[src/rtl/irq_ctl_pkg.sv]
package irq_ctl_pkg;
  localparam int STACK_W  = 6;
  localparam int MASK_LSB = 10;
  localparam int PEND_LSB = 10;
  localparam int CODE_LSB = 2;
  localparam int REG_BADVA = 8;
  localparam int REG_STAT  = 12;
  localparam int REG_CAUSE = 13;
  localparam int REG_EPC   = 14;

  // Entry: each pair moves up one slot, current becomes kernel with IE off.
  function automatic logic [STACK_W-1:0] stack_push(input logic [STACK_W-1:0] s);
    return {s[3:0], 2'b00};
  endfunction

  // Return: each pair moves down one slot, the oldest pair is kept.
  function automatic logic [STACK_W-1:0] stack_pop(input logic [STACK_W-1:0] s);
    return {s[5:4], s[5:2]};
  endfunction
endpackage

[src/rtl/irq_mode_stack.sv]
module irq_mode_stack
  import irq_ctl_pkg::*;
(
  input  logic               clk,
  input  logic               rst_n,
  input  logic               push_i,
  input  logic               pop_i,
  input  logic               sw_we_i,
  input  logic [STACK_W-1:0] sw_val_i,
  output logic [STACK_W-1:0] stack_o
);
  logic [STACK_W-1:0] stack_q;
  logic [STACK_W-1:0] stack_d;

  always_comb begin
    stack_d = stack_q;
    if (push_i)       stack_d = stack_push(stack_q);
    else if (pop_i)   stack_d = stack_pop(stack_q);
    else if (sw_we_i) stack_d = sw_val_i;
  end

  always_ff @(posedge clk) begin
    if (!rst_n) stack_q <= '0;
    else        stack_q <= stack_d;
  end

  assign stack_o = stack_q;


  entry_kernel_chk: assert property (@(posedge clk) disable iff (!rst_n)
    push_i |=> (stack_q[1:0] == 2'b00));

  entry_shift_chk: assert property (@(posedge clk) disable iff (!rst_n)
    push_i |=> (stack_q[3:2] == $past(stack_q[1:0]) && stack_q[5:4] == $past(stack_q[3:2])));

  return_shift_chk: assert property (@(posedge clk) disable iff (!rst_n)
    (pop_i && !push_i) |=> (stack_q[5:4] == $past(stack_q[5:4]) &&
                            stack_q[3:2] == $past(stack_q[5:4]) &&
                            stack_q[1:0] == $past(stack_q[3:2])));
endmodule

[src/rtl/irq_pend_latch.sv]
module irq_pend_latch #(
  parameter int NUM_LVL = 5
) (
  input  logic               clk,
  input  logic               rst_n,
  input  logic [NUM_LVL-1:0] req_i,
  output logic [NUM_LVL-1:0] pend_o
);
  for (genvar lv = 0; lv < NUM_LVL; lv++) begin : g_lvl
    logic seen_q;
    always_ff @(posedge clk) begin
      if (!rst_n) seen_q <= 1'b0;
      else        seen_q <= req_i[lv];
    end
    assign pend_o[lv] = seen_q;
  end
endmodule

[src/rtl/irq_gate.sv]
module irq_gate #(
  parameter int NUM_LVL = 5
) (
  input  logic               clk,
  input  logic               rst_n,
  input  logic               ie_i,
  input  logic [NUM_LVL-1:0] pend_i,
  input  logic [NUM_LVL-1:0] mask_i,
  output logic               irq_o
);
  function automatic logic should_fire(input logic ie,
                                       input logic [NUM_LVL-1:0] p,
                                       input logic [NUM_LVL-1:0] m);
    return ie && (|(p & m));
  endfunction

  logic fire_now;
  logic irq_q;

  assign fire_now = should_fire(ie_i, pend_i, mask_i);

  always_ff @(posedge clk) begin
    if (!rst_n) irq_q <= 1'b0;
    else        irq_q <= fire_now;
  end

  assign irq_o = irq_q;


  disabled_quiet_chk: assert property (@(posedge clk) disable iff (!rst_n)
    !ie_i |=> !irq_o);

  unmasked_quiet_chk: assert property (@(posedge clk) disable iff (!rst_n)
    ((pend_i & mask_i) == '0) |=> !irq_o);
endmodule

[src/rtl/exc_ctrl_top.sv]
module exc_ctrl_top
  import irq_ctl_pkg::*;
#(
  parameter int XLEN    = 32,
  parameter int NUM_LVL = 5,
  parameter int CODE_W  = 5
) (
  input  logic               clk,
  input  logic               rst_n,
  input  logic [NUM_LVL-1:0] irq_req_i,
  input  logic               exc_take_i,
  input  logic [CODE_W-1:0]  exc_code_i,
  input  logic [XLEN-1:0]    exc_pc_i,
  input  logic [XLEN-1:0]    exc_badva_i,
  input  logic               eret_i,
  input  logic               wr_en_i,
  input  logic [4:0]         wr_addr_i,
  input  logic [XLEN-1:0]    wr_data_i,
  input  logic [4:0]         rd_addr_i,
  output logic [XLEN-1:0]    rd_data_o,
  output logic               irq_o
);
  localparam logic [4:0] A_BADVA = 5'(REG_BADVA);
  localparam logic [4:0] A_STAT  = 5'(REG_STAT);
  localparam logic [4:0] A_CAUSE = 5'(REG_CAUSE);
  localparam logic [4:0] A_EPC   = 5'(REG_EPC);

  // named events for assertions
  logic stat_wr;
  logic sw_stat_wr;
  logic epc_wr;
  logic badva_wr;

  assign stat_wr    = wr_en_i && (wr_addr_i == A_STAT);
  assign sw_stat_wr = stat_wr && !exc_take_i;
  assign epc_wr     = wr_en_i && (wr_addr_i == A_EPC);
  assign badva_wr   = wr_en_i && (wr_addr_i == A_BADVA);

  logic [STACK_W-1:0] stack;
  logic [NUM_LVL-1:0] pend;
  logic [NUM_LVL-1:0] mask_q;
  logic [CODE_W-1:0]  code_q;
  logic [XLEN-1:0]    epc_q;
  logic [XLEN-1:0]    badva_q;

  irq_mode_stack u_stack (
    .clk      (clk),
    .rst_n    (rst_n),
    .push_i   (exc_take_i),
    .pop_i    (eret_i),
    .sw_we_i  (sw_stat_wr),
    .sw_val_i (wr_data_i[STACK_W-1:0]),
    .stack_o  (stack)
  );

  irq_pend_latch #(.NUM_LVL(NUM_LVL)) u_pend (
    .clk    (clk),
    .rst_n  (rst_n),
    .req_i  (irq_req_i),
    .pend_o (pend)
  );

  irq_gate #(.NUM_LVL(NUM_LVL)) u_gate (
    .clk    (clk),
    .rst_n  (rst_n),
    .ie_i   (stack[0]),
    .pend_i (pend),
    .mask_i (mask_q),
    .irq_o  (irq_o)
  );

  always_ff @(posedge clk) begin
    if (!rst_n) begin
      mask_q  <= '0;
      code_q  <= '0;
      epc_q   <= '0;
      badva_q <= '0;
    end else begin
      if (sw_stat_wr) mask_q <= wr_data_i[MASK_LSB +: NUM_LVL];
      if (exc_take_i) begin
        code_q  <= exc_code_i;
        epc_q   <= exc_pc_i;
        badva_q <= exc_badva_i;
      end else begin
        if (epc_wr)   epc_q   <= wr_data_i;
        if (badva_wr) badva_q <= wr_data_i;
      end
    end
  end

  logic [XLEN-1:0] stat_word;
  logic [XLEN-1:0] cause_word;

  always_comb begin
    stat_word = '0;
    stat_word[STACK_W-1:0] = stack;
    stat_word[MASK_LSB +: NUM_LVL] = mask_q;
    cause_word = '0;
    cause_word[PEND_LSB +: NUM_LVL] = pend;
    cause_word[CODE_LSB +: CODE_W] = code_q;
  end

  always_comb begin
    rd_data_o = '0;
    if (rd_addr_i == A_STAT)       rd_data_o = stat_word;
    else if (rd_addr_i == A_CAUSE) rd_data_o = cause_word;
    else if (rd_addr_i == A_EPC)   rd_data_o = epc_q;
    else if (rd_addr_i == A_BADVA) rd_data_o = badva_q;
  end


  epc_capture_chk: assert property (@(posedge clk) disable iff (!rst_n)
    exc_take_i |=> (epc_q == $past(exc_pc_i)));

  irq_needs_enable_chk: assert property (@(posedge clk) disable iff (!rst_n)
    irq_o |-> $past(stack[0]));

  entry_wins_chk: assert property (@(posedge clk) disable iff (!rst_n)
    (exc_take_i && (eret_i || stat_wr)) |=> (stack[1:0] == 2'b00));
endmodule

[config.mk]
export PLATFORM = sky130hd
export DESIGN_NAME = exc_ctrl_top
export DESIGN_NICKNAME = d
export VERILOG_FILES = /design/src/rtl/irq_ctl_pkg.sv /design/src/rtl/irq_mode_stack.sv /design/src/rtl/irq_pend_latch.sv /design/src/rtl/irq_gate.sv /design/src/rtl/exc_ctrl_top.sv
export SDC_FILE = /design/constraint.sdc
export NUM_CORES = 1
export LEC_CHECK = 0
export BUFFER_PORTS_ARGS = -buffer_cell sky130_fd_sc_hd__buf_2
export CAP_MARGIN = 15
export CORE_UTILIZATION = 40
export CTS_CLUSTER_DIAMETER = 60
export DETAILED_ROUTE_END_ITERATION = 8
export PLACE_DENSITY = 0.66
export SETUP_SLACK_MARGIN = 0.02
export SLEW_MARGIN = 10
export SYNTH_ARGS = -nofsm -noshare
export SYNTH_HDL_FRONTEND = slang
export SYNTH_SLANG_ARGS = --single-unit
[constraint.sdc]
create_clock -name clk -period 2.4 [get_ports clk]
set_input_delay 0.12 -clock clk [delete_from_list [all_inputs] [get_ports clk]]
set_output_delay 0.12 -clock clk [all_outputs]
set_load 0.005 [all_outputs]
==> impl_metrics.ini, run 1 <==
[power_and_ir_drop]
p_sw_mw = 0.913
p_seq_frac = 0.472
max-vdd-ir-drop_uv = 413
p_clk_frac = 0.381
cellPowerDensity_nw_per_um2 = 591
leakage_nw = 2.30
netSwitchingFraction = 0.274
power_frac_comb = 0.147
p_int_mw = 2.42
finalPower_mw = 3.33

[synth]
ys.flop_type = dfxtp_1
synth_compound_area_frac = 0.367
synth_nets = 697
yosysSeqAreaShare = 0.380
syn-mean-instance-area_um2 = 7.87
ys_warn_count = 0
netlist_area_um2 = 4530
postSynthCellCount = 576
synth_simple_gate_area_frac = 0.164
synthMuxAreaShare = 0.0204
synth_top_family_by_area = compound AO/OA/AOI/OAI gates
synth_cell_types = 37
yosys.area_share.xor_xnor = 0
synth_fa_ha_area_frac = 0
yosysTopAreaCell = dfxtp_1
ys_top_cells_by_area = dfxtp_1 (38%), o21ai_0 (14%), a211oi_1 (5.3%)
ys_ff_latch = 86
synth_top_area_frac = 0.380
synth-edff-count = 0
async_flop_share = 0

[sta]
slew_viol_final = 0
maxSlewHeadroom = 0.420
hold_ws_ns = 0.0210
min_period_over_period = 0.718
max_slew.worst_pin.slew_ns = 0.868
max_freq_ghz = 0.580
hold_viol_final = 0
period_needed_ns = 1.72
rsz0062_at_grt = false
fin_setup_tns_ns = 0
finClkSkew_ns = 0.00294
setup_viol = 0

[floorplan]
dieWidth_um = 108
rows = 38
initial_utilization = 0.414
dieArea_um2 = 11800
coreArea_um2 = 10900
fp.dieH_um = 108
ios = 154

[critical_path]
startpoint = rd_addr_i[0]
critical_path_class = primary input to primary output
arrival_ns = 1.60
crit_path_start_kind = primary input
worstPathMaxFanout = 9
timing.rr.start = u_stack.stack_o[5]
critPathRequiredTime_ns = 2.28
cp-end-kind = primary output

[clocking]
ctsHoldBuffers = 5
path_clk_slew_ns = 0.06
cts_buffer_depth = 2
root_buffer = clkbuf_16
cts_resized = 0
clk_latency_ns = 0.34
post_cts_buffers = 0
numCtsBuffers = 9
clock_sinks = 86
cts_htree_levels = 3
tritoncts = built

[outcome]
outcome = completed

[route]
drt_pass1_iterations = 5
final_antenna_net_count = 0
dr.first_iter.drc_count = 375
viasPerCell = 6.02
num_vias = 5060
wl_per_cell_um = 18.4
drc = 0
drt_wl_total_um = 15500

[final_layout]
drive_above_1_share = 0.275
synthToLayoutAreaGrowth_pct = 24.4
final_util = 0.516
nets = 816

[flow_run]
cap_violations = 0

[grt]
grt_max_degree = 82
grt_pass1_wl_um = 24300
gr-total-overflow = 0
grt_pass1_vias = 4861
grt_antenna_before_repair = 0
met3_usage = 0.0723
grt_usage = 0.268
use_met2 = 0.459
grt.met1_usage = 0.324
grt-busiest-layer = met2

[min_path]
hold_class = primary input to flop
min_from = exc_code_i[4]

[placed_design]
portBuffers = 153
dp_hpwl_um = 10200
place_congestion = 0.845
worst max-delay path: stages:
cell	delay, ns
buf_2	0.15
nor3b_1	0.71
o21ai_0	0.23
a2bb2oi_1	0.25
buf_2	0.14
registers in the layout, indices dropped and copies added (netlist names):
| signal | flops |
|---|---|
| u_gate.irq_o | 1 |
| mask_q | 5 |
| badva_q | 32 |
| code_q | 5 |
| u_stack.stack_o | 6 |
| epc_q | 32 |
| u_pend.g_lvl.seen_q | 5 |
area by class of cell:
type | instances | area (µm²)
Antenna cell | 1 | 2.50
Clock buffer | 11 | 233
Clock inverter | 4 | 25.0
Fill cell | 1081 | 5300
Inverter | 5 | 18.8
Multi-Input combinational cell | 417 | 2510
Sequential cell | 86 | 1720
Tap cell | 140 | 175
Timing Repair Buffer | 176 | 953
through the flow:
step | worst slack [ns] | std cells | cell area, µm²
6_report | 0.676 | 840 | 5640
5_1_grt | 0.549 | 839 | 5640
4_1_cts | 0.699 | 839 | 5640
3_5_place_dp | 0.685 | 819 | 5330
3_3_place_gp | 0.706 | 819 | 5330
2_1_floorplan | 1.07 | 576 | 4530
synth_stat cells, types with 8 or more instances:
library cell,number
a2bb2oi_1,9
o21ai_0,124
nand3_1,8
a31oi_1,34
clkbuf_1,58
nor4_1,33
a22o_1,20
a21oi_1,40
a211oi_1,32
nor3b_1,14
nor2_1,38
and3_1,9
dfxtp_1,86
cells in the final DEF, fill, tap and decap left out, drive strengths merged, types with 2 or more instances in the layout:
cell type / netlist / routed
o21ai: 124 / 124
nor2: 38 / 38
a211oi: 36 / 36
mux2: 2 / 2
mux2i: 7 / 7
a21oi: 40 / 40
inv: 5 / 5
buf: 10 / 171
clkinv: 0 / 2
nor2b: 4 / 4
o211ai: 2 / 2
nor3: 2 / 2
a22o: 20 / 20
and2: 7 / 7
nand3: 8 / 8
or3: 2 / 2
a22oi: 4 / 4
clkinvlp: 0 / 2
nor4: 33 / 33
a221oi: 2 / 2
a2bb2oi: 9 / 9
nand2b: 5 / 5
nand2: 7 / 7
a31oi: 34 / 34
clkbuf: 58 / 11
and3: 9 / 9
nor3b: 14 / 14
dfxtp: 86 / 86
dlygate4sd3: 0 / 5
final timing paths:
| path | end | slack [ns] | cells past startpoint |
|---|---|---|---|
| setup / recovery | rd_data_o[10] | 0.68 | 5 |
| hold / removal | code_q[4] | 0.02 | 3 |
| setup reg to reg | u_stack.stack_o[3] | 1.37 | 3 |
| hold reg to reg | epc_q[29] | 0.47 | 2 |
power by group through the flow:
stage / combinational, mW / sequential, mW / clock, mW
after CTS: 0.487 / 1.57 / 1.29
after detailed placement: 0.478 / 1.60 / 0
final: 0.491 / 1.57 / 1.27
after floorplan: 0.281 / 1.58 / 0
after global routing: 0.544 / 1.58 / 1.36
after global placement: 0.467 / 1.60 / 0
cell families (layout without fill, tap and decap cells):
kind of cell,Yosys count,in the layout
AOI/OAI and AO/OA,274,274
and+or+nand+nor,134,134
DFF,86,86
buffers and inverters,73,196
muxes,9,9
other,0,1
routing by layer:
layer  part of all wire  up-vias  wire, µm
met5                  0        -         0
met4              0.019        0       299
met3              0.080       36      1240
met2               0.47      224      7340
met1               0.43     2382      6610
li1                   -     2418         -
Power figures use the tool's default switching activity.
==> run 2: changes to the inputs <==
Settings changed: ABC_AREA set to 1, PLACE_DENSITY 0.66 to 0.68.
Clock period 2.4 ns to 1.4 ns, I/O delays scaled along.
==> run 2 against run 1 <==
Against the previous run: sequential share of layout area is 1.5 points lower; final cell count rose by 22%; via count shrank 2.6%; highest routed layer unchanged; non-clock buffer count is 5 higher; critical path depth grew 4; sequential power is 71% higher; sequential cell count stayed put; total power grew 89%; setup slack got worse by 0.56 ns; die area increased by 0.63%; area after synthesis is 0.64% higher; wire length fell by 15%.
==> impl_metrics.ini, run 2 <==
[clocking]
numCtsBuffers = 9
clk_latency_ns = 0.33
path_clk_slew_ns = 0.06
cts_htree_levels = 3
tritoncts = built
cts_buffer_depth = 2
root_buffer = clkbuf_16
clock_sinks = 86

[grt]
grt_max_degree = 74
grt_pass1_vias = 4477
grt_usage = 0.224
gr-total-overflow = 0
grt_pass1_wl_um = 20800
grt_antenna_before_repair = 0

[synth]
ys_top_cells_by_area = dfxtp_1 (38%), nand2_1 (23%), o21ai_0 (7.8%)
yosysSeqAreaShare = 0.378
synth_nets = 851
synth_top_area_frac = 0.378
postSynthCellCount = 730
netlist_area_um2 = 4560
synth_cell_types = 27
ys_warn_count = 0
ys.flop_type = dfxtp_1
async_flop_share = 0
ys_ff_latch = 86
synth-edff-count = 0
synthTopCellsByCount = nand2_1 (280), nor2_1 (91), dfxtp_1 (86)
synth_most_common_cell = nand2_1
yosysTopAreaCell = dfxtp_1
syn-mean-instance-area_um2 = 6.25

[final_layout]
synthToLayoutAreaGrowth_pct = 30.0
final_cell_area_um2 = 5930
mostFrequentLayoutCell = nand2_1
nets = 1001
finalNonFillerCells = 1025
drive_above_1_share = 0.247
most-common-layout-cells = nand2_1 (280), buf_2 (153), nor2_1 (91)
antenna_cells = 0

[power_and_ir_drop]
netSwitchingFraction = 0.249
power_frac_comb = 0.142
p_clk_frac = 0.432
cellPowerDensity_nw_per_um2 = 1060
leakage_nw = 3.02
p_sw_mw = 1.57
p_seq_frac = 0.425
p_int_mw = 4.74
max-vdd-ir-drop_uv = 747

[critical_path]
cp_slowest_stage_delay_ns = 0.17
cp-end-kind = primary output
crit_family = buffers and inverters
crit_path_start_kind = primary input
critPathRequiredTime_ns = 1.33
path_cells = buf_2 -> nor2_1 -> nand2_1 -> nor2_4 -> buf_4 -> clkbuf_16 -> nand2_1 -> o21ai_0 -> buf_2
slowest_stage = clkbuf_16
path_buf_inv = 4
arrival_ns = 1.21
critical_path_class = primary input to primary output
worstPathMaxFanout = 16

[sta]
min_period_over_period = 0.916
hold_ws_ns = 0.0285
hold_viol_final = 0
finClkSkew_ns = 0.00247
max_slew.worst_pin.slew_ns = 0.609
setup_viol = 0
max_freq_ghz = 0.780
setup_slack_ns = 0.118
slew_viol_final = 0
rsz0062_at_grt = true
fin_setup_tns_ns = 0
period_needed_ns = 1.28
maxSlewHeadroom = 0.593

[placed_design]
portBuffers = 153
place_congestion = 0.797
dp_hpwl_um = 8880
post_dp_cell_area_um2 = 5450
pre_cts_slack_ns = 0.113
placedCellCount = 997

[route]
num_vias = 4928
viasPerCell = 4.81
dr.first_iter.drc_count = 215
wl_per_cell_um = 12.8
drc = 0
drt_wl_total_um = 13100
final_antenna_net_count = 0
drt_pass1_iterations = 5

[floorplan]
fp.dieH_um = 109
initial_utilization = 0.415
dieArea_um2 = 11800
rows = 38
dieWidth_um = 109
coreArea_um2 = 11000
ios = 154

[min_path]
hold_class = primary input to flop

[outcome]
outcome = completed

[flow_run]
cap_violations = 0
run 2: what timing repair did:
item | CTS | global route
hold buffers | 10 | 0
setup buffers | 0 | 1
resized for setup | 0 | 1
endpoints found under the hold margin | 10 | 0
setup endpoints to repair | 0 | 4
run 2: power groups by stage:
stage | clock [mW] | sequential (mW) | combinational [mW]
2_1_floorplan | 0 | 2.72 | 0.556
3_3_place_gp | 0 | 2.73 | 0.871
3_5_place_dp | 0 | 2.73 | 0.876
4_1_cts | 2.76 | 2.68 | 0.902
5_1_grt | 2.85 | 2.70 | 1.03
6_report | 2.73 | 2.68 | 0.897
run 2: through the flow:
step / util / power [mW]
after floorplan: - / 3.27
after global placement: 0.496 / 3.60
after detailed placement: 0.496 / 3.61
after CTS: 0.536 / 6.35
after global routing: 0.540 / 6.58
final: 0.540 / 6.31
run 2: worst paths after layout:
path / endpoint / startpoint / cells after the start / slack (ns)
max: rd_data_o[31] / rd_addr_i[4] / 9 / 0.12
max reg2reg: u_stack.stack_o[5] / u_stack.stack_o[3] / 6 / 0.52
min: mask_q[1] / wr_data_i[11] / 3 / 0.03
min reg2reg: epc_q[19] / epc_q[19] / 2 / 0.46
run 2: worst reg2reg max path: cells and delay by family, from the launching register on:
family,cells,cell delay [ns]
flip-flops,1,0.40
buffers and inverters,1,0.06
AND/OR/NAND/NOR,4,0.28
AO/OA/AOI/OAI,1,0.08
run 2: cell families (layout without fill, tap and decap cells):
kind of cell    Yosys count  in the layout  share of synthesized area
compound gates          127            127                      0.144
buf+inv                  95            250                     0.0968
simple gates            422            422                      0.381
flops                    86             86                      0.378
run 2: cell type report:
cell class | instances | area, µm²
Fill cell | 1122 | 5060
Tap cell | 140 | 175
Sequential cell | 86 | 1720
Inverter | 53 | 201
Multi-Input combinational cell | 549 | 2410
Timing Repair Buffer | 181 | 1080
Clock buffer | 11 | 233
Clock inverter | 5 | 106
run 2: routing by layer:
metal	up-vias	wire, µm	part of all wire	track usage
li1	2584	-	-	-
met1	2177	6220	0.47	0.303
met2	151	5960	0.45	0.370
met3	16	743	0.057	0.0371
met4	0	197	0.015	0.0531
met5	-	0	0	0
==> run 3: changes to the inputs <==
Settings changed: ABC_AREA 1 to 0, CORE_MARGIN set to 8.
==> run 3 against run 2 <==
Against the previous run: setup slack got worse by 0.081 ns; critical path type unchanged; global-route usage shrank 0.14 points; sequential share of layout area down 1.2 points; largest power group is now sequential cells; sequential cell count unchanged; register-to-register slack worse by 0.13 ns.
==> impl_metrics.ini, run 3 (synthesized netlist as in run 1, its figures left out) <==
[critical_path]
r2r-end = u_stack.stack_o[3]
critPathRequiredTime_ns = 1.33
arrival_ns = 1.29
r2r_setup_slack_ns = 0.39
crit_path_start_kind = primary input
cp-end-kind = primary output
worstPathMaxFanout = 13
critical_path_class = primary input to primary output
timing.rr.start = u_stack.stack_o[5]
reg2regPathDepth = 3

[final_layout]
drive_above_1_share = 0.312
antenna_cells = 0
finalNonFillerCells = 880
mostFrequentLayoutCell = buf_2
most-common-layout-cells = buf_2 (151), o21ai_0 (119), dfxtp_1 (83)
nets = 853
synthToLayoutAreaGrowth_pct = 36.6

[sta]
max_slew.worst_pin.slew_ns = 0.675
max_freq_ghz = 0.734
rsz0062_at_grt = true
min_period_over_period = 0.974
slew_viol_final = 0
fin_setup_tns_ns = 0
setup_viol = 0
finClkSkew_ns = 0.00455
hold_viol_final = 0
period_needed_ns = 1.36
maxSlewHeadroom = 0.548
setup_slack_ns = 0.0370

[clocking]
path_clk_slew_ns = 0.06
numCtsBuffers = 9
cts_buffer_depth = 2
clk_latency_ns = 0.35
root_buffer = clkbuf_16
clock_sinks = 86
cts_htree_levels = 3
tritoncts = built

[route]
final_antenna_net_count = 0
wl_per_cell_um = 19.4
num_vias = 5190
viasPerCell = 5.90
drt_pass1_iterations = 5
dr.first_iter.drc_count = 447
drc = 0
drt_wl_total_um = 17100

[placed_design]
placedCellCount = 836
portBuffers = 153
dp_hpwl_um = 11800
place_congestion = 0.884
pre_cts_slack_ns = 0.00823

[power_and_ir_drop]
leakage_nw = 2.54
max-vdd-ir-drop_uv = 688
cellPowerDensity_nw_per_um2 = 1020

[grt]
grt_pass1_wl_um = 26600
grt_usage = 0.222
grt_max_degree = 49
gr-total-overflow = 0
grt_pass1_vias = 5130
grt_antenna_before_repair = 1

[min_path]
hold_depth = 3
min_from = exc_pc_i[16]
hold_end = epc_q[16]
hold_class = primary input to flop

[floorplan]
fp.dieH_um = 122
rows = 39
dieArea_um2 = 15000
ios = 154
dieWidth_um = 122
coreArea_um2 = 11200
initial_utilization = 0.404

[outcome]
outcome = completed

[flow_run]
cap_violations = 0
## run 3: cell types whose count changed in the layout (fill, tap and decap cells not counted), moves of 14 or more
cell / delta
nand2_1: -273
nor2_2: -20
o21ai_0: +48
nor4_1: +32
dlygate4sd3_1: +14
a31oi_1: +34
a22o_1: +20
nor2_1: -53
inv_1: -42
buf_4: +19
a211oi_1: +32
## run 3: worst max-delay path by stage
| stage | start | to | cells past startpoint |
|---|---|---|---|
| detailed placement | wr_addr_i[1] | badva_q[25] | 5 |
| global route | badva_q[10] | rd_data_o[10] | 4 |
| global placement | rd_addr_i[1] | rd_data_o[22] | 6 |
| CTS | badva_q[5] | rd_data_o[5] | 4 |
| floorplan | wr_addr_i[1] | badva_q[29] | 6 |
| finish | rd_addr_i[1] | rd_data_o[26] | 7 |
## run 3: final cells by class
type	count	area [µm²]
Sequential cell	86	1730
Multi-Input combinational cell	417	2590
Clock inverter	7	104
Fill cell	1031	5030
Timing Repair Buffer	213	1350
Clock buffer	9	225
Tap cell	143	179
Inverter	5	18.8
## run 3: repair_timing
item                                   4_1_cts  5_1_grt
setup endpoints to repair                    4       12
pin swaps                                    2        7
hold buffers                                24        0
gates cloned                                 0        2
buffers inserted                             0        2
gates resized for setup                      1       28
endpoints found under the hold margin       24        0
## run 3: layer usage
metal	track usage	up-vias	part of all wire
met1	0.286	2427	0.43
met5	0	-	0.00076
met4	0.0556	2	0.013
met2	0.366	244	0.47
li1	-	2495	-
met3	0.0557	22	0.088
## run 3: report_power, final
| part | switching, mW | internal (mW) | leakage, nW |
|---|---|---|---|
| clock network | 1.10 | 1.59 | 0.161 |
| logic | 0.521 | 0.437 | 1.67 |
| registers | 0.0905 | 2.61 | 0.714 |
| total | 1.71 | 4.63 | 2.54 |
## run 3: critical path: stages
cell      delay [ns]
clkbuf_4        0.18
nand2b_4        0.18
nor4_4          0.20
buf_4           0.18
buf_4           0.19
a22o_1          0.17
buf_2           0.11
## run 3: stage by stage
step / utilization / area (µm²) / power [mW] / hold WS, ns
finish: 0.552 / 6190 / 6.34 / 0.00588
global route: 0.552 / 6190 / 6.58 / 0.00511
CTS: 0.541 / 6070 / 6.31 / 0.00184
detailed placement: 0.490 / 5500 / 3.61 / 0.284
global placement: 0.490 / 5500 / 3.59 / 0.281
floorplan: - / 4530 / 3.19 / 0.197
